[config.mk]
export PLATFORM = sky130hd
export DESIGN_NAME = prog_rom_seq
export DESIGN_NICKNAME = d
export VERILOG_FILES = /design/src/rtl/prog_rom_pkg.sv /design/src/rtl/prog_rom_pc.sv /design/src/rtl/prog_rom_mem.sv /design/src/rtl/prog_rom_ser.sv /design/src/rtl/prog_rom_seq.sv
export SDC_FILE = /design/constraint.sdc
export NUM_CORES = 1
export LEC_CHECK = 0
export BUFFER_PORTS_ARGS = -buffer_cell sky130_fd_sc_hd__buf_2
export CAP_MARGIN = 20
export CORE_ASPECT_RATIO = 0.6
export CORE_MARGIN = 1
export CORE_UTILIZATION = 35
export CTS_BUF_LIST = sky130_fd_sc_hd__clkbuf_4 sky130_fd_sc_hd__clkbuf_8 sky130_fd_sc_hd__clkbuf_16
export CTS_CLUSTER_DIAMETER = 50
export DETAILED_ROUTE_END_ITERATION = 10
export GPL_ROUTABILITY_DRIVEN = 0
export PLACE_DENSITY = 0.46
export SYNTH_ARGS = -nofsm -noshare
export SYNTH_HDL_FRONTEND = slang
export SYNTH_SLANG_ARGS = --single-unit
[constraint.sdc]
create_clock -name clk -period 5.4 [get_ports clk]
set_clock_uncertainty 0.15 [all_clocks]
set_input_delay 0.54 -clock clk [delete_from_list [all_inputs] [get_ports clk]]
set_output_delay 0.54 -clock clk [all_outputs]
set_load 0.02 [all_outputs]
[src/rtl/prog_rom_pkg.sv]
package prog_rom_pkg;
  // Counter control codes; codes 110 and 111 act as hold.
  typedef enum logic [2:0] {
    PC_HOLD = 3'd0,
    PC_INC  = 3'd1,
    PC_DEC  = 3'd2,
    PC_CLR  = 3'd3,
    PC_LOAD = 3'd4,
    PC_CJMP = 3'd5
  } pc_op_e;
endpackage

[src/rtl/prog_rom_pc.sv]
module prog_rom_pc #(
  parameter int PC_W = 10
) (
  input  logic            clk,
  input  logic            rst,
  input  logic            step,
  input  logic [2:0]      op,
  input  logic [PC_W-1:0] ext_addr,
  input  logic            cond,
  output logic [PC_W-1:0] pc_q,
  output logic [PC_W-1:0] pc_nxt
);
  import prog_rom_pkg::*;

  localparam logic [PC_W-1:0] ONE = PC_W'(1);

  always_comb begin
    case (op)
      PC_INC:  pc_nxt = pc_q + ONE;
      PC_DEC:  pc_nxt = pc_q - ONE;
      PC_CLR:  pc_nxt = '0;
      PC_LOAD: pc_nxt = ext_addr;
      PC_CJMP: pc_nxt = cond ? ext_addr : pc_q + ONE;
      default: pc_nxt = pc_q;
    endcase
  end

  always_ff @(posedge clk) begin
    if (rst)       pc_q <= '0;
    else if (step) pc_q <= pc_nxt;
  end
endmodule

[src/rtl/prog_rom_mem.sv]
module prog_rom_mem #(
  parameter int WORD_W = 20,
  parameter int AW     = 7,
  parameter int DEPTH  = 1 << AW,
  parameter logic [DEPTH*WORD_W-1:0] IMAGE = '0
) (
  input  logic              clk,
  input  logic              rd_en,
  input  logic [AW-1:0]     rd_addr,
  output logic [WORD_W-1:0] rd_data
);
  logic [WORD_W-1:0] rom [DEPTH];

  for (genvar i = 0; i < DEPTH; i++) begin : g_word
    assign rom[i] = IMAGE[i*WORD_W +: WORD_W];
  end

  // Registered read with enable, no reset: maps onto a block RAM port.
  always_ff @(posedge clk) begin
    if (rd_en) rd_data <= rom[rd_addr];
  end
endmodule

[src/rtl/prog_rom_ser.sv]
module prog_rom_ser #(
  parameter int WORD_W = 20
) (
  input  logic              clk,
  input  logic              rst,
  input  logic [WORD_W-1:0] word,
  input  logic              sel,
  output logic              boundary,
  output logic              ser_dout,
  output logic              par_dout,
  output logic              frame_sync
);
  localparam int SLOT_W = $clog2(WORD_W + 1);
  localparam logic [SLOT_W-1:0] LAST = SLOT_W'(WORD_W);

  logic [SLOT_W-1:0] slot;

  assign boundary = (slot == LAST);

  always_ff @(posedge clk) begin
    if (rst) begin
      slot       <= LAST;
      ser_dout   <= 1'b0;
      par_dout   <= 1'b0;
      frame_sync <= 1'b0;
    end else begin
      slot       <= boundary ? '0 : slot + SLOT_W'(1);
      frame_sync <= (slot == '0);
      if (boundary) begin
        ser_dout <= 1'b0;
        par_dout <= sel & ~(^word);
      end else begin
        ser_dout <= sel & word[slot];
        par_dout <= 1'b0;
      end
    end
  end
endmodule

[src/rtl/prog_rom_seq.sv]
module prog_rom_seq #(
  parameter int          WORD_W   = 20,
  parameter int          LOCAL_AW = 7,
  parameter int          SEL_W    = 3,
  parameter int unsigned IMG_KEY  = 32'h3C1E5
) (
  input  logic                      clk,
  input  logic                      rst,
  input  logic [2:0]                pc_op,
  input  logic [SEL_W+LOCAL_AW-1:0] ext_addr,
  input  logic                      jmp_cond,
  input  logic [SEL_W-1:0]          unit_id,
  output logic                      ser_dout,
  output logic                      par_dout,
  output logic                      frame_sync
);
  localparam int PC_W  = SEL_W + LOCAL_AW;
  localparam int DEPTH = 1 << LOCAL_AW;

  function automatic logic [DEPTH*WORD_W-1:0] fill_image();
    logic [DEPTH*WORD_W-1:0] img;
    logic [WORD_W-1:0]       w;
    img = '0;
    for (int i = 0; i < DEPTH; i++) begin
      w = WORD_W'(i * 32'h0B5A3) + WORD_W'(IMG_KEY);
      w = w ^ WORD_W'(i << 11);
      img[i*WORD_W +: WORD_W] = w;
    end
    return img;
  endfunction

  localparam logic [DEPTH*WORD_W-1:0] IMAGE = fill_image();

  logic              boundary;
  logic [PC_W-1:0]   pc_q;
  logic [PC_W-1:0]   pc_nxt;
  logic [WORD_W-1:0] word_q;
  logic              sel_q;

  prog_rom_pc #(.PC_W(PC_W)) u_pc (
    .clk(clk), .rst(rst), .step(boundary), .op(pc_op),
    .ext_addr(ext_addr), .cond(jmp_cond), .pc_q(pc_q), .pc_nxt(pc_nxt)
  );

  prog_rom_mem #(.WORD_W(WORD_W), .AW(LOCAL_AW), .DEPTH(DEPTH), .IMAGE(IMAGE)) u_mem (
    .clk(clk), .rd_en(boundary), .rd_addr(pc_nxt[LOCAL_AW-1:0]), .rd_data(word_q)
  );

  // Unit select follows the new counter value at each frame edge.
  always_ff @(posedge clk) begin
    if (rst)           sel_q <= 1'b0;
    else if (boundary) sel_q <= (pc_nxt[PC_W-1 -: SEL_W] == unit_id);
  end

  prog_rom_ser #(.WORD_W(WORD_W)) u_ser (
    .clk(clk), .rst(rst), .word(word_q), .sel(sel_q), .boundary(boundary),
    .ser_dout(ser_dout), .par_dout(par_dout), .frame_sync(frame_sync)
  );
endmodule

==> reports/results.txt, run 1 <==
fin crit share = 0.8693
half-perimeter wire length after placement = 17150 microns
Remaining Overflow, GRT = 0
Yosys top cell area share = 0.1040
Pre-antenna DRT Iters = 6
cells along the critical path = inv_1 -> ha_1 -> nand3b_1 -> a211oi_1 -> or2_1 -> nor2_4 -> buf_4 -> buf_4 -> ha_1 -> inv_1 -> nand3_1 -> a211oi_1 -> a2111oi_0 -> a311oi_1 -> a211oi_2
length of routed wiring on met1 = 11320 microns
Crit path largest cell delay = 580 ps
R2R Setup Slk = 710 ps
total die area = 17040 sq um
area leader, netlist = edfxtp_1
GRT Total Usage = 0.2856
hold_buf cts = 0
nets = 790
clock root buffer = clkbuf_16
# IOs = 22
RSZ-0062 raised after global routing = false
P&R area growth vs syn = 6.324%
largest cells by area after synthesis = edfxtp_1 (10%), dfxtp_1 (6.6%), o21ai_0 (6.1%), a21oi_1 (5.5%), ha_1 (4.5%)
hold depth = 2
clock-pin slew on the worst setup and hold paths = 70 ps
final setup fails = 0
Core ar. = 15720 sq um
Syn Area/Cell = 7.425 sq um
Ys Warns = 0
port bufs = 21
max_cap viols = 0
final setup TNS = 0 ps
worst path bufs/invs = 4
clk buf depth = 2
Post-synth EDFFs = 20
Sequential Power Share = 0.172
Final Cell Area = 6142 sq um
Post-synth top flop = edfxtp_1
CTS H-tree depth = 2
CP Launch Type = flop
CP arrival = 4670 ps
postcts setup bufs = 0
DR vias/cell = 7.041
mapped cell area = 5777 sq um
critical path's slowest cell = dfxtp_1
CP Capture Type = flop
CTS tree = built
pin count of the biggest net entering global routing = 56
n_diodes = 0
DR iter-0 viols = 999
Clock power frac = 0.076
row cnt = 35
post_cts resized = 0
first-pass GRT wire length = 37090 microns
switch share = 0.5562
CP Data Required Time = 5380 ps
final hold vios = 0
fillcell total = 1639
Post-DP Area = 5967 sq um
post-route ant nets = 0
r2r startpoint = u_pc.pc_q[0]
Rel. slew slack = 0.3009
# DRC = 0
layout cells sized above 1 = 0.1252
critical path fanouts, max = 41
register bit count reported by yosys = 39
Hold Path Sink = u_ser.ser_dout
Combinational Power Share = 0.752
uppermost layer routed = met4
Worst R2R Path Depth = 15
worst hold path startpoint = sel_q
cell area power density = 685.3 nW/um^2
Hold Path Class = flop to flop
Chip Width = 167.9 microns
Worst-Margin Slew = 1022 ps
TritonCTS Buffers = 5
ys async rst share = 0
Internal Power = 1.868 mW
Seq/Total Area, Yosys = 0.1698
insertion delay to the later sink of the worst-skew pair = 300 ps
Initial Utilization = 0.3674
Max Freq = 0.2130 GHz
cell count after synthesis = 778
R2R Path End = u_mem.rd_data[15]
via count = 6717
met2 wire length = 8806 microns
delay-heaviest family, CP = compound AO/OA/AOI/OAI gates
vias in the first global route = 5984
wire per inst = 25.44 microns
total nets after synthesis = 818
Crit Path Class = flop to flop
initial antenna violation count = 0
Die Y = 101.5 microns
Final Slew Violations = 0
P_leak = 2.057 nW
CTS sink count = 39
met3 wire len = 3702 microns
P_sw = 2.341 mW
Netlist cell types = 91
total detailed-routing wirelength = 24270 microns
outcome = completed
VDD IR-drop max = 0.0002456 V
fin crit period = 4694 ps
==> cell families after synthesis <==
| logic type | count (synthesis) | share of synthesized area |
|---|---|---|
| xor gates and xnor gates | 31 | 0.04700 |
| buffers and inverters | 102 | 0.08165 |
| AOI/OAI and AO/OA | 332 | 0.4031 |
| DFF | 39 | 0.1698 |
| and+or+nand+nor | 242 | 0.2185 |
| adders and majority gates | 21 | 0.04548 |
| muxes | 11 | 0.03444 |
==> registers in the layout, indices dropped and copies added, names as in the netlist <==
register          count
u_ser.ser_dout        1
u_pc.pc_q            10
sel_q                 1
u_ser.frame_sync      1
u_mem.rd_data        20
u_ser.slot            5
u_ser.par_dout        1
==> Yosys cell counts, drive strengths merged (10+ instances only) <==
cell,number
o21ai,76
a21oi,64
nand2,53
nand3,51
nor2,47
buf,42
nor3,41
clkbuf,40
o211ai,31
xnor2,25
a211oi,24
ha,21
edfxtp,20
inv,20
a31oi,19
dfxtp,19
a311oi,10
==> routing by layer <==
| metal | global-route usage | up-vias |
|---|---|---|
| met4 | 0.05575 | 0 |
| met1 | 0.4255 | 3172 |
| met5 | 0.002717 | - |
| met3 | 0.1219 | 58 |
| met2 | 0.3686 | 501 |
| li1 | - | 2986 |
==> metrics by stage <==
| step | utilization | cells | worst slack (ps) | hold WS [ps] | total power, mW |
|---|---|---|---|---|---|
| floorplan | - | 778 | 1472 | 316.5 | 2.882 |
| global placement | 0.3795 | 945 | 624.6 | 371.9 | 3.776 |
| detailed placement | 0.3795 | 945 | 718.6 | 377.2 | 3.733 |
| CTS | 0.3889 | 953 | 865.8 | 388.5 | 4.066 |
| global route | 0.3907 | 954 | 456.6 | 437.4 | 4.460 |
| finish | 0.3907 | 954 | 705.6 | 398.1 | 4.209 |
==> power by group through the flow <==
stage	Combinational, mW	Clock [mW]	Sequential, mW
2_1_floorplan	2.29	0	0.588
3_3_place_gp	3.05	0	0.728
3_5_place_dp	3.00	0	0.731
4_1_cts	3.02	0.321	0.724
5_1_grt	3.38	0.335	0.742
6_report	3.17	0.318	0.724
==> layout by cell type (no fill, tap or decap), drive strengths merged, types with 6 or more instances in the layout <==
| cell type | n |
|---|---|
| o211ai | 31 |
| edfxtp | 20 |
| o311ai | 6 |
| nor3 | 41 |
| a211oi | 24 |
| xnor2 | 25 |
| o2111ai | 8 |
| a21o | 7 |
| a311oi | 10 |
| nor2 | 47 |
| a31oi | 19 |
| inv | 22 |
| mux4 | 7 |
| o21ai | 76 |
| a21oi | 64 |
| nand2b | 8 |
| xor2 | 6 |
| a221oi | 7 |
| o221ai | 7 |
| ha | 21 |
| buf | 47 |
| nand3 | 51 |
| o31ai | 7 |
| nor2b | 7 |
| nand2 | 53 |
| and3 | 7 |
| dfxtp | 19 |
==> area by class of cell <==
cell class,instances,area (sq um),area share
Clock buffer,5,125.1,0.02037
Sequential cell,39,980.9,0.1597
Multi-Input combinational cell,637,4352,0.7085
Tap cell,203,254.0,0.04135
Inverter,20,75.07,0.01222
Timing Repair Buffer,47,332.8,0.05419
Clock inverter,3,22.52,0.003667
==> worst max-delay path by stage <==
stage	startpoint	end	cells past startpoint
3_3_place_gp	pc_op[0]	u_mem.rd_data[15]	14
3_5_place_dp	pc_op[0]	u_mem.rd_data[15]	14
2_1_floorplan	pc_op[2]	u_mem.rd_data[18]	13
6_report	u_pc.pc_q[0]	u_mem.rd_data[15]	15
4_1_cts	u_pc.pc_q[0]	u_mem.rd_data[15]	15
5_1_grt	u_pc.pc_q[0]	u_mem.rd_data[15]	15
==> tightest hold or removal path: cells and delay by family, from the launching register on <==
kind / cells / cell delay, ps
flops: 1 / 300
simple gates: 2 / 210
Note: power is estimated with default switching activity, not from simulation.
==> inputs of run 2 (changes only) <==
CORE_UTILIZATION = 45   (was 35)
PLACE_DENSITY = 0.57   (was 0.46)
==> run 2 against run 1 <==
Critical path depth decreased by 2. Largest power group unchanged. Worst hold slack got worse by 32 ps. Final cell count down 4.5%. Non-clock buffer count shrank 5. Design area fell by 1.4%. Sequential share of layout area grew 0.22 points.
==> reports/results.txt, run 2 (synthesis gave the netlist of run 1 again) <==
clock root buffer = clkbuf_16
Core ar. = 12300 sq um (-22%)
TritonCTS Buffers = 5 (unchanged)
final setup fails = 0 (unchanged)
Hold Path Class = flop to flop
Remaining Overflow, GRT = 0 (unchanged)
DR vias/cell = 7.488 (+6.4%)
cell area power density = 683.2 nW/um^2 (-0.31%)
Final Slew Violations = 0 (unchanged)
max FFs per register = 20 (unchanged)
nets = 785 (-0.63%)
first-pass GRT wire length = 35110 microns (-5.3%)
vias in the first global route = 5994 (+0.17%)
final hold vios = 0 (unchanged)
initial antenna violation count = 0 (unchanged)
port bufs = 21 (unchanged)
pin count of the biggest net entering global routing = 56 (unchanged)
CTS H-tree depth = 2 (unchanged)
row cnt = 31 (-11%)
CP Data Required Time = 5380 ps (about the same)
Initial Utilization = 0.4698 (+0.1024)
fin crit period = 4416 ps (-278.7 ps)
footprint of the multi-input gates = 4352 sq um (unchanged)
# DRC = 0 (unchanged)
Chip Width = 148.3 microns (-12%)
hold_buf cts = 0 (unchanged)
GRT Total Usage = 0.3357 (+0.05005)
fillcell total = 1230 (-25%)
Largest Register = u_mem.rd_data
P&R area growth vs syn = 4.873%
P_sw = 2.278 mW (-2.7%)
postcts setup bufs = 0 (unchanged)
CTS tree = built
total detailed-routing wirelength = 22640 microns (-6.7%)
Reg area = 980.9 sq um (unchanged)
layout cells sized above 1 = 0.1180 (-0.007204)
post_cts resized = 0 (unchanged)
fin crit share = 0.8177 (-0.05162)
insertion delay to the later sink of the worst-skew pair = 290 ps (about the same)
switch share = 0.5505 (-0.005715)
Crit Path Class = flop to flop
Combinational Power Share = 0.749 (-0.003)
Rel. slew slack = 0.3246 (+0.02366)
clk buf depth = 2 (unchanged)
Pre-antenna DRT Iters = 11 (+5)
biggest regs = u_mem.rd_data x20, u_pc.pc_q x10, u_ser.slot x5
outcome = completed
R2R Setup Slk = 980 ps (+280 ps)
n_diodes = 0 (unchanged)
total power = 4.139 mW (-1.7%)
Clock power frac = 0.079 (+0.003)
CP Capture Type = flop
DR iter-0 viols = 1304 (+31%)
commonest non-fill, non-tap cell in the layout = o21ai_0
# IOs = 22 (unchanged)
critical path fanouts, max = 20 (-51%)
via count = 6822 (+1.6%)
Die Y = 89.77 microns (-12%)
CP arrival = 4390 ps (-280 ps)
Sequential Power Share = 0.171 (about the same)
Max Freq = 0.2265 GHz (+6.3%)
P_leak = 2.038 nW (-0.90%)
CTS sink count = 39 (unchanged)
CP Launch Type = flop
VDD IR-drop max = 0.0003236 V (+32%)
Worst-Margin Slew = 1013 ps (-9.055 ps)
wire per inst = 24.85 microns (-2.3%)
max_cap viols = 0 (unchanged)
half-perimeter wire length after placement = 16000 microns (-6.7%)
final setup TNS = 0 ps (unchanged)
post-route ant nets = 0 (unchanged)
clock-pin slew on the worst setup and hold paths = 70 ps (about the same)
RSZ-0062 raised after global routing = false
total die area = 13310 sq um (-22%)
Internal Power = 1.861 mW (-0.41%)
most frequent cells in the layout = o21ai_0 (70), a21oi_1 (64), nand2_1 (52)
-- run 2: through the flow --
step	std cells	util	setup WS [ps]	instance area [sq um]	hold slack, ps
final	911	0.4927	984.3	6058	366.4
after global routing	911	0.4927	747.7	6058	410.1
after CTS	910	0.4917	1202	6046	365.7
after detailed placement	902	0.4784	1042	5882	356.4
after global placement	902	0.4784	1118	5882	357.3
after floorplan	778	-	1472	5777	316.5
-- run 2: power groups by stage --
stage	logic (mW)	clock network, mW	registers [mW]
global route	3.29	0.345	0.729
detailed placement	2.95	0	0.712
global placement	2.94	0	0.709
CTS	2.96	0.330	0.707
finish	3.10	0.328	0.710
floorplan	2.29	0	0.588
-- run 2: final timing paths --
kind | cells past startpoint | to | startpoint
max | 13 | u_mem.rd_data[15] | u_pc.pc_q[0]
min reg2reg | 2 | u_ser.par_dout | sel_q
min | 2 | u_ser.par_dout | sel_q
max reg2reg | 13 | u_mem.rd_data[15] | u_pc.pc_q[0]
-- run 2: area by class of cell --
class                      count  area share
multi-input combinational    637      0.7183
clock buffer                   6     0.02478
timing repair buffer          42     0.04626
clock inverter                 2    0.002272
tap                          165     0.03408
inverter                      20     0.01239
sequential                    39      0.1619
-- run 2: worst max-delay path, cell delays in order, from the launching register on --
cell and delay [ps]:
dfxtp_1 540, inv_1 80, ha_1 330, and3b_1 200, a31oi_1 140, o221ai_1 130
buf_4 210, ha_1 570, inv_1 430, nor3_1 160, a21o_1 210, a2111oi_0 760
a311oi_1 150, a211oi_2 190
-- run 2: routing by layer --
| metal | wire (microns) | up-vias | GRT usage |
|---|---|---|---|
| li1 | - | 2976 | - |
| met1 | 9724 | 3143 | 0.5126 |
| met2 | 8428 | 596 | 0.4292 |
| met3 | 3791 | 107 | 0.1244 |
| met4 | 697 | 0 | 0.07560 |
| met5 | 0 | - | 0 |
==> inputs of run 3 (changes only) <==
PLACE_DENSITY = 0.59   (was 0.57)
clock period = 3.82 ns   (was 5.4 ns; I/O delays follow)
==> run 3 against run 2 <==
Final cell count increased by 5.2%. Sequential power increased by 38%. Clock power increased by 37%. Highest routed layer unchanged.
==> reports/results.txt, run 3 (synthesis gave the netlist of run 1 again) <==
outcome = completed
final setup fails = 0 (unchanged)
Final Cell Area = 6465 sq um (+6.7%)
# IOs = 22 (unchanged)
hold_buf cts = 0 (unchanged)
clk buf depth = 2 (unchanged)
GRT Total Usage = 0.3491 (+0.01347)
Chip Width = 148.3 microns (unchanged)
port bufs = 21 (unchanged)
VDD IR-drop max = 0.0004890 V (+51%)
CTS H-tree depth = 2 (unchanged)
post-route ant nets = 0 (unchanged)
Crit Path Class = flop to flop
r2r startpoint = u_pc.pc_q[0]
CP Launch Type = flop
biggest regs = u_mem.rd_data x20, u_pc.pc_q x10, u_ser.slot x5
Core ar. = 12300 sq um (unchanged)
critical path's slowest cell = nor3_1
layout cells sized above 1 = 0.1732 (+0.05524)
nets = 830 (+5.7%)
first-pass GRT wire length = 36740 microns (+4.6%)
max FFs per register = 20 (unchanged)
Crit path largest cell delay = 550 ps (-210 ps)
cell area power density = 954.9 nW/um^2 (+40%)
R2R Setup Slk = 90 ps (-900 ps)
DR iter-0 viols = 1248 (-4.3%)
initial antenna violation count = 2 (+2)
max_cap viols = 0 (unchanged)
total die area = 13310 sq um (unchanged)
Sequential Power Share = 0.159 (-0.012)
final worst slack = 85.85 ps (-898.5 ps)
CP Data Required Time = 3780 ps (-1600 ps)
Post-DP Area = 6282 sq um (+6.8%)
Combinational Power Share = 0.768 (+0.019)
Die Y = 89.77 microns (unchanged)
row cnt = 31 (unchanged)
Internal Power = 2.852 mW (+53%)
P&R area growth vs syn = 11.91%
worst hold path startpoint = unit_id[2]
CP arrival = 3700 ps (-690 ps)
most frequent cells in the layout = o21ai_0 (70), a21oi_1 (64), buf_4 (60)
total detailed-routing wirelength = 23570 microns (+4.1%)
Hold Path Class = primary input to flop
Clock power frac = 0.073 (-0.006)
half-perimeter wire length after placement = 17530 microns (+9.6%)
clock root buffer = clkbuf_16
P_sw = 3.322 mW (+46%)
Place WS = 129.0 ps (-912.8 ps)
Worst R2R Path Depth = 12 (-1)
R2R Path End = u_mem.rd_data[15]
post-route core utilization = 0.5258 (+0.03307)
vias in the first global route = 6381 (+6.5%)
DR vias/cell = 7.439 (-0.65%)
Rel. slew slack = 0.4540 (+0.1295)
# DRC = 0 (unchanged)
Remaining Overflow, GRT = 0 (unchanged)
fin crit period = 3734 ps (-681.5 ps)
Max Freq = 0.2678 GHz (+18%)
final setup TNS = 0 ps (unchanged)
Worst-Margin Slew = 817.0 ps (-196.2 ps)
Pre-antenna DRT Iters = 8 (-3)
switch share = 0.5381 (-0.01234)
cells along the critical path = inv_1 -> ha_1 -> and3b_1 -> a31oi_1 -> o221ai_1 -> ha_1 -> buf_4 -> nor3_1 -> a21oi_1 -> o2111ai_1 -> o32ai_1 -> a211oi_2
commonest non-fill, non-tap cell in the layout = o21ai_0
P_leak = 2.270 nW (+11%)
CP Capture Type = flop
hold depth = 3 (+1)
RSZ-0062 raised after global routing = false
clock-pin slew on the worst setup and hold paths = 60 ps (about the same)
Hold Path Sink = sel_q
CTS sink count = 39 (unchanged)
Largest Register = u_mem.rd_data
critical path fanouts, max = 19 (-5.0%)
Final Slew Violations = 0 (unchanged)
wire per inst = 24.60 microns (-1.0%)
pin count of the biggest net entering global routing = 49 (-13%)
final hold vios = 0 (unchanged)
TritonCTS Buffers = 5 (unchanged)
CTS tree = built
via count = 7127 (+4.5%)
Initial Utilization = 0.4698 (unchanged)
fin crit share = 0.9775 (+0.1598)
CP most frequent cell = ha_1
insertion delay to the later sink of the worst-skew pair = 280 ps (about the same)
==> run 3: area by class of cell <==
class | count | area (sq um)
antenna | 2 | 5.005
clock buffer | 6 | 150.1
clock inverter | 2 | 8.758
fill | 1139 | 5831
inverter | 20 | 75.07
multi-input combinational | 637 | 4363
sequential | 39 | 980.9
tap | 165 | 206.4
timing repair buffer | 87 | 675.6
==> run 3: worst max-delay path by stage <==
stage / from / to / slack (ps) / cells after the start
after floorplan: pc_op[2] / u_mem.rd_data[18] / 50 / 13
after global placement: pc_op[1] / u_mem.rd_data[12] / 130 / 11
after detailed placement: u_pc.pc_q[0] / u_mem.rd_data[14] / 130 / 10
after CTS: u_pc.pc_q[0] / u_mem.rd_data[14] / 120 / 10
after global routing: u_pc.pc_q[5] / u_mem.rd_data[12] / 30 / 10
final: u_pc.pc_q[0] / u_mem.rd_data[15] / 90 / 12
==> run 3: power by group through the flow <==
stage                     clock network (mW)  registers (mW)  logic [mW]
final                                  0.448           0.981        4.74
after global routing                   0.470            1.01        5.04
after CTS                              0.453           0.974        4.50
after detailed placement                   0           0.982        4.47
after global placement                     0           0.972        4.47
after floorplan                            0           0.831        3.24
==> run 3: critical path: cells and delay by family (launching register included) <==
| family | cells | cell delay, ps |
|---|---|---|
| flops | 1 | 360 |
| buf+inv | 2 | 290 |
| compound gates | 6 | 1330 |
| fa+ha+maj | 2 | 700 |
| simple gates | 2 | 740 |
==> run 3: what timing repair did <==
action | in CTS | in global routing
resized for setup | 0 | 4
setup buffers | 0 | 1
setup endpoints to repair | 0 | 4
endpoints found under the hold margin | 0 | 0
==> run 3: through the flow <==
| step | hold WS [ps] | power, mW | std cells |
|---|---|---|---|
| floorplan | 316.5 | 4.074 | 778 |
| global placement | 373.7 | 5.442 | 947 |
| detailed placement | 380.7 | 5.456 | 947 |
| CTS | 281.7 | 5.923 | 955 |
| global route | 311.9 | 6.517 | 956 |
| finish | 286.4 | 6.174 | 958 |
==> run 3: routing by layer <==
layer	vias to the layer above	track usage	share of wire
met5	-	0	0
met1	3287	0.5100	0.42
met2	680	0.4417	0.37
met3	97	0.1594	0.18
li1	3063	-	-
met4	0	0.1022	0.030
